### config.mk
export PLATFORM = sky130hd
export DESIGN_NAME = tc8_updown
export DESIGN_NICKNAME = d
export VERILOG_FILES = /design/src/rtl/tc8_updown.sv
export SDC_FILE = /design/constraint.sdc
export NUM_CORES = 1
export LEC_CHECK = 0
export ABC_CLOCK_PERIOD_IN_PS = 2400
export CORE_MARGIN = 10
export CORE_UTILIZATION = 41
export DETAILED_ROUTE_END_ITERATION = 6
export GPL_TIMING_DRIVEN = 0
export PLACE_DENSITY = 0.8
export SYNTH_ARGS = -nofsm -noshare
export SYNTH_HDL_FRONTEND = slang
export SYNTH_SLANG_ARGS = --single-unit
### constraint.sdc
create_clock -name clk -period 2.4 [get_ports clk]
set_clock_uncertainty 0.15 [all_clocks]
set_input_delay 0.24 -clock clk [delete_from_list [all_inputs] [get_ports clk]]
set_output_delay 0.24 -clock clk [all_outputs]
set_load 0.05 [all_outputs]
### src/rtl/tc8_updown.sv
module tc8_updown #(
  parameter int W = 8
) (
  input  logic         clk,
  input  logic         rst_n,
  input  logic [2:0]   clk_sel,
  input  logic         tick,
  input  logic [1:0]   mode,
  input  logic [W-1:0] top_val,
  input  logic         wr_en,
  input  logic [W-1:0] wr_data,
  input  logic         flag_wr,
  input  logic         flag_wr_data,
  output logic [W-1:0] count,
  output logic         at_top,
  output logic         at_bottom,
  output logic         dir_down,
  output logic         ovf_flag
);
  localparam logic [W-1:0] MAXV = {W{1'b1}};
  localparam logic [W-1:0] ZERO = '0;
  localparam logic [W-1:0] ONE  = {{(W-1){1'b0}}, 1'b1};

  logic         en, pc;
  logic [W-1:0] top, nxt_cnt;
  logic         nxt_dir, hit;

  assign en        = tick && (clk_sel != 3'd0);
  assign pc        = mode[0];
  assign top       = mode[1] ? top_val : MAXV;
  assign at_top    = (count == top);
  assign at_bottom = (count == ZERO);

  always_comb begin
    nxt_cnt = count;
    nxt_dir = pc & dir_down;
    hit     = 1'b0;
    if (en) begin
      if (!pc) begin
        nxt_cnt = (mode[1] && count == top) ? ZERO : count + ONE;
        hit     = (count == MAXV);
      end else if (!dir_down) begin
        if (count >= top) begin
          nxt_dir = 1'b1;
          nxt_cnt = (count == ZERO) ? ZERO : count - ONE;
        end else begin
          nxt_cnt = count + ONE;
        end
      end else begin
        if (count == ZERO) begin
          nxt_dir = 1'b0;
          hit     = 1'b1;
          nxt_cnt = (top == ZERO) ? ZERO : ONE;
        end else begin
          nxt_cnt = count - ONE;
        end
      end
    end
  end

  always_ff @(posedge clk) begin
    if (!rst_n) begin
      count    <= ZERO;
      dir_down <= 1'b0;
      ovf_flag <= 1'b0;
    end else begin
      if (wr_en) begin
        count    <= wr_data;
        dir_down <= pc & dir_down;
      end else begin
        count    <= nxt_cnt;
        dir_down <= nxt_dir;
      end
      if (hit && !wr_en)
        ovf_flag <= 1'b1;
      else if (flag_wr && flag_wr_data)
        ovf_flag <= 1'b0;
    end
  end
endmodule

==> results.json, run 1 <==
{
  "status": "completed",
  "drt_iter0_drc": 102,
  "slew_headroom": 0.233,
  "fin_util": 0.665,
  "timing.fmax_ghz": 0.418,
  "drt_pass1_iterations": 4,
  "wl_per_cell_um": 17.3,
  "grt_pass1_vias": 1431,
  "slew_viol_final": 0,
  "core-area_sq_mm": 0.00273,
  "crit_fanout": 8,
  "synth.avg_cell_area_sq_um": 7.57,
  "die-area_sq_mm": 0.00538,
  "ant_nets": 0,
  "synth_nets": 192,
  "power.density_mw_per_mm2": 417,
  "final_nets": 250,
  "cts_buffers": 3,
  "crit_path_end_kind": "flop",
  "cts_max_path_buffers": 2,
  "hold_class": "input port to flop",
  "reg2regPathDepth": 8,
  "grt_max_degree": 11,
  "ir_worst_vdd_mv": 0.335,
  "tightest_slew_ns": 1.14,
  "yosys_warnings": 0,
  "syn_inst": 154,
  "holdPathStages": 3,
  "gp_congestion": 0.897,
  "die_x_um": 73.3,
  "dieHeight_um": 73.3,
  "cp-start-kind": "input port",
  "start_util": 0.427,
  "fin_crit_ns": 2.39,
  "cap_violations": 0,
  "insertion_delay_ns": 0.28,
  "clockRootBuffer": "clkbuf_4",
  "route.vias.total": 1464,
  "hold_path_end": "count[0]",
  "num_rows": 19,
  "ys_seq_area_frac": 0.172,
  "syn-cell-area_sq_mm": 0.00117,
  "grt_util_all_layers": 0.151,
  "finalSetupViolCount": 0,
  "hold_violations": 0,
  "avgViaCountPerCell": 6.05,
  "hp-start": "wr_data[0]",
  "clk_pin_slew_worst_paths_ns": 0.08,
  "r2r_end": "count[7]",
  "drc_errors": 0,
  "ios": 39,
  "drive_above_1_share": 0.209,
  "antennaDiodeCount": 0,
  "dpl.cell_count": 223,
  "crit_slowest_cell": "clkdlybuf4s50_1",
  "hold_buffers": 0,
  "synth_seq_cells": 10,
  "portBuffers": 38,
  "worstPathArrival_ns": 2.41,
  "final_cell_mix": "36 x clkdlybuf4s50_1, 15 x buf_4, 12 x nor2_1",
  "synth_edf_count": 0,
  "antenna_found_initial": 0,
  "rrSetupSlack_ns": 0.06,
  "syn_to_final_growth_pct": 56.0,
  "cpPeakStageDelay_ns": 0.49,
  "r2r_start": "count[7]",
  "crit_path_cell_trace": "clkdlybuf4s50_1 -> inv_2 -> buf_4 -> nor2_1 -> ha_1 -> a2111oi_4 -> o31ai_4 -> buf_6 -> buf_4 -> mux2i_1 -> o22ai_1",
  "synthDistinctLibCells": 47,
  "path_class": "input port to flop",
  "cts_tree": "done",
  "grt_pass1_wl_um": 6650,
  "final_common_cell": "clkdlybuf4s50_1",
  "period_share": 0.997,
  "async_flop_share": 0,
  "grt-ovfl-total": 0,
  "finalNonFillerCells": 242,
  "cellLeakagePower_nw": 0.742,
  "drt-total-wl_um": 4190,
  "clock_sinks": 10,
  "hpwl_um": 3100,
  "synth_ff_type": "dfxtp_1",
  "cpMostUsedCell": "buf_4",
  "cts_max_level": 1,
  "cp.required_ns": 2.41
}
-- logic make-up after synthesis --
kind of cell	after synthesis	synth area share
and+or+nand+nor	60	0.284
DFF	10	0.172
AOI/OAI and AO/OA	49	0.284
muxes	5	0.0440
adders and majority gates	11	0.118
xor gates and xnor gates	6	0.0451
buffers and inverters	13	0.0526
-- worst max path at each step --
stage	from	slack (ns)	depth (start not counted)	end
floorplan	count[4]	-0.11	6	count[0]
global placement	mode[1]	-0.46	8	count[4]
detailed placement	mode[1]	-0.52	8	count[2]
CTS	count[4]	-0.02	4	at_bottom
global route	mode[1]	-0.08	10	count[4]
finish	mode[1]	0.008	11	count[7]
-- per-stage QoR --
step / setup WS, ns / TNS, ns / power, mW / hold slack (ns) / area [sq um]
after floorplan: -0.106 / -0.501 / 0.414 / 0.234 / 1190
after global placement: -0.455 / -3.75 / 0.522 / 0.475 / 1610
after detailed placement: -0.520 / -4.19 / 0.532 / 0.477 / 1610
after CTS: -0.0250 / -0.0268 / 0.722 / 0.440 / 1720
after global routing: -0.0802 / -0.268 / 0.795 / 0.487 / 1820
final: 0.00753 / 0 / 0.758 / 0.432 / 1820
-- cells in the mapped netlist (3+ instances only) --
master / instances / share of area
nor2_1: 13 / 0.042
ha_1: 11 / 0.12
dfxtp_1: 10 / 0.17
nand2_1: 10 / 0.032
o21ai_0: 10 / 0.043
a21oi_1: 8 / 0.034
inv_1: 7 / 0.023
nand3_1: 7 / 0.030
nand4_1: 6 / 0.032
a31oi_1: 5 / 0.027
nand2b_1: 5 / 0.027
nor3_1: 5 / 0.021
a21o_1: 4 / 0.026
mux2i_1: 4 / 0.034
xnor2_1: 4 / 0.030
clkbuf_1: 3 / 0.0097
o211ai_1: 3 / 0.019
o31ai_1: 3 / 0.019
or3_1: 3 / 0.016
-- cell type report --
type                    instances  area (sq um)
plain buffers                   6          41.3
flip-flops and latches         10           210
well taps                      31          38.8
repair buffers                 53           493
clock buffers                   4          36.3
fillers                       229           915
inverters                       7          26.3
multi-input cells             131           973
-- critical path: cells and delay by family --
kind / cells / cell delay (ns)
buffers and inverters: 5 / 0.99
adders and majority gates: 1 / 0.30
and+or+nand+nor: 1 / 0.12
muxes: 1 / 0.14
AOI/OAI and AO/OA: 3 / 0.61
-- where the power goes --
part           total (mW)  internal (mW)  switching [mW]
combinational       0.395          0.187           0.208
clock               0.163         0.0924          0.0709
sequential          0.201          0.179          0.0221
-- state kept, by name, indices dropped and copies added (netlist names) --
name,count
dir_down,1
count,8
ovf_flag,1
-- per-layer routing --
metal,vias up,track usage,routed length [um]
li1,704,-,-
met1,674,0.181,1690
met2,79,0.248,2060
met3,7,0.0363,378
met4,0,0.0683,68
met5,-,0,0
-- what timing repair did --
action	CTS	global route
setup buffers	4	11
gates resized for setup	18	6
setup endpoints to repair	10	10
cloned	0	0
pin swaps	5	11
endpoints found under the hold margin	0	0
Note: power is estimated with default switching activity, not from simulation.
==> run 2, diff against run 1 <==
==> constraint.sdc (replaced) <==
create_clock -name clk -period 2.4 [get_ports clk]
set_clock_uncertainty 0.15 [all_clocks]
set_input_delay 0.48 -clock clk [delete_from_list [all_inputs] [get_ports clk]]
set_output_delay 0.48 -clock clk [all_outputs]
set_load 0.05 [all_outputs]
==> results.json, run 2 (synthesis gave the netlist of run 1 again) <==
{
  "status": "completed",
  "drt-total-wl_um": 4410,
  "switching_share": 0.407,
  "crit_fanout": 2,
  "rrSetupSlack_ns": 0.13,
  "ant_nets": 0,
  "insertion_delay_ns": 0.28,
  "design_area_sq_mm": 0.00183,
  "core-area_sq_mm": 0.00273,
  "cts_max_path_buffers": 2,
  "finalSetupViolCount": 0,
  "r2r_end": "count[6]",
  "dieHeight_um": 73.3,
  "multi_input_area_sq_um": 995,
  "syn_to_final_growth_pct": 56.9,
  "final_nets": 249,
  "crit_path_end_kind": "output pin",
  "hold_path_end": "ovf_flag",
  "cp-start-kind": "input port",
  "grt_pass1_wl_um": 7180,
  "period_share": 0.992,
  "grt-ovfl-total": 0,
  "fill_cells": 223,
  "r2r_start": "count[0]",
  "num_rows": 19,
  "crit_cells": 6,
  "regMostFlops": "count",
  "clockRootBuffer": "clkbuf_4",
  "die-area_sq_mm": 0.00538,
  "drt_pass1_iterations": 4,
  "grt_pass1_vias": 1547,
  "reg.largest.list": "count x8, dir_down x1, ovf_flag x1",
  "slew_viol_final": 0,
  "power.density_mw_per_mm2": 417,
  "cts_tree": "done",
  "avgViaCountPerCell": 6.15,
  "cpPeakStageDelay_ns": 0.48,
  "top_usage_layer": "met2",
  "grt_util_all_layers": 0.162,
  "antenna_found_initial": 0,
  "portBuffers": 38,
  "path_delay_family": "buffers and inverters",
  "place_area_sq_mm": 0.00161,
  "cellLeakagePower_nw": 0.771,
  "path_class": "input port to output pin",
  "clock_sinks": 10,
  "crit_slowest_cell": "clkdlybuf4s50_1",
  "drive_above_1_share": 0.238,
  "largest_reg_flops": 8,
  "grt_max_degree": 11,
  "wl_per_cell_um": 18.3,
  "crit_buf_inv": 2,
  "route.vias.total": 1481,
  "slew_headroom": 0.519,
  "hp-start": "ovf_flag",
  "die_x_um": 73.3,
  "worstPathArrival_ns": 1.75,
  "cts_buffers": 3,
  "grt.met3_usage": 0.0458,
  "gp_congestion": 0.882,
  "reg2regPathDepth": 8,
  "drt_iter0_drc": 82,
  "clk_pin_slew_worst_paths_ns": 0.08,
  "holdPathStages": 2,
  "use_met2": 0.285,
  "tightest_slew_ns": 0.717,
  "hold_buffers": 0,
  "drc_errors": 0,
  "timing.hold.ws_ns": 0.490,
  "intPower_mw": 0.453,
  "p_comb_frac": 0.516,
  "start_util": 0.427,
  "cap_violations": 0,
  "cts_max_level": 1,
  "cp.required_ns": 1.77,
  "antennaDiodeCount": 0,
  "ir_worst_vdd_mv": 0.297,
  "seqPwrFrac": 0.266,
  "crit_path_cell_trace": "clkdlybuf4s50_1 -> nor2_1 -> ha_1 -> nand4_1 -> nor2_2 -> buf_6",
  "p_switching_mw": 0.310,
  "clock_power_share": 0.218,
  "final_cell_mix": "28 x clkdlybuf4s50_1, 16 x buf_4, 11 x nor2_1",
  "hold_violations": 0,
  "ios": 39,
  "timing.fmax_ghz": 0.420,
  "fin_crit_ns": 2.38,
  "hold_class": "flop to flop",
  "final-seq-area_sq_um": 211,
  "hpwl_um": 3100,
  "rsz0062_at_grt": "yes",
  "grt_use_met1": 0.182,
  "final_common_cell": "clkdlybuf4s50_1"
}
==> run 2: cell count changes in the layout (fill, tap and decap cells not counted), sizes merged <==
cell           change
clkdlybuf4s50      -8
dlygate4sd2        +5
dlymetal6s2s       +2
==> run 2: how the worst max path moves through the flow <==
stage	slack [ns]	to	startpoint
after floorplan	-0.11	count[4]	count[3]
after CTS	-0.007	at_top	top_val[2]
after global routing	-0.05	count[2]	top_val[3]
after detailed placement	-0.93	at_top	mode[1]
final	0.02	at_top	top_val[3]
after global placement	-0.89	at_top	mode[1]
==> run 2: final cells by class <==
cell class,count,share of cell area
buffer,3,0.00616
clock buffer,4,0.0198
inverter,7,0.0157
multi-input combinational,131,0.544
sequential,10,0.116
tap,31,0.0212
timing repair buffer,55,0.278
==> run 2: what timing repair did <==
item	4_1_cts	5_1_grt
buffers inserted	14	3
endpoints found under the hold margin	0	0
gates resized for setup	36	10
setup endpoints to repair	11	10
pin swaps	19	16
cloned	0	0
==> run 2: power groups by stage <==
stage | clock [mW] | combinational [mW] | sequential [mW]
3_5_place_dp | 0 | 0.330 | 0.205
5_1_grt | 0.173 | 0.422 | 0.204
2_1_floorplan | 0 | 0.173 | 0.241
3_3_place_gp | 0 | 0.318 | 0.204
6_report | 0.167 | 0.394 | 0.203
4_1_cts | 0.163 | 0.382 | 0.200
==> run 2: worst register-to-register path, stage by stage (launching register included) <==
cell       delay, ns
dfxtp_2         0.37
inv_1           0.22
ha_4            0.25
nand2b_4        0.14
a2111oi_4       0.43
o311a_1         0.30
buf_6           0.15
o21ai_2         0.06
a31oi_1         0.14
==> run 2: layer usage <==
layer,vias to the layer above,wire [um]
met5,-,0
met4,0,103
met3,13,392
met2,80,2210
met1,687,1700
li1,701,-
==> run 2: through the flow <==
| step | util | cells | total power [mW] | setup WS, ns | setup TNS [ns] |
|---|---|---|---|---|---|
| after global routing | 0.669 | 241 | 0.799 | -0.0538 | -0.0585 |
| after detailed placement | 0.588 | 223 | 0.535 | -0.929 | -7.66 |
| after CTS | 0.660 | 239 | 0.746 | -0.00698 | -0.00698 |
| after global placement | 0.588 | 223 | 0.523 | -0.889 | -6.88 |
| after floorplan | - | 154 | 0.414 | -0.111 | -0.660 |
| final | 0.669 | 241 | 0.763 | 0.0201 | 0 |
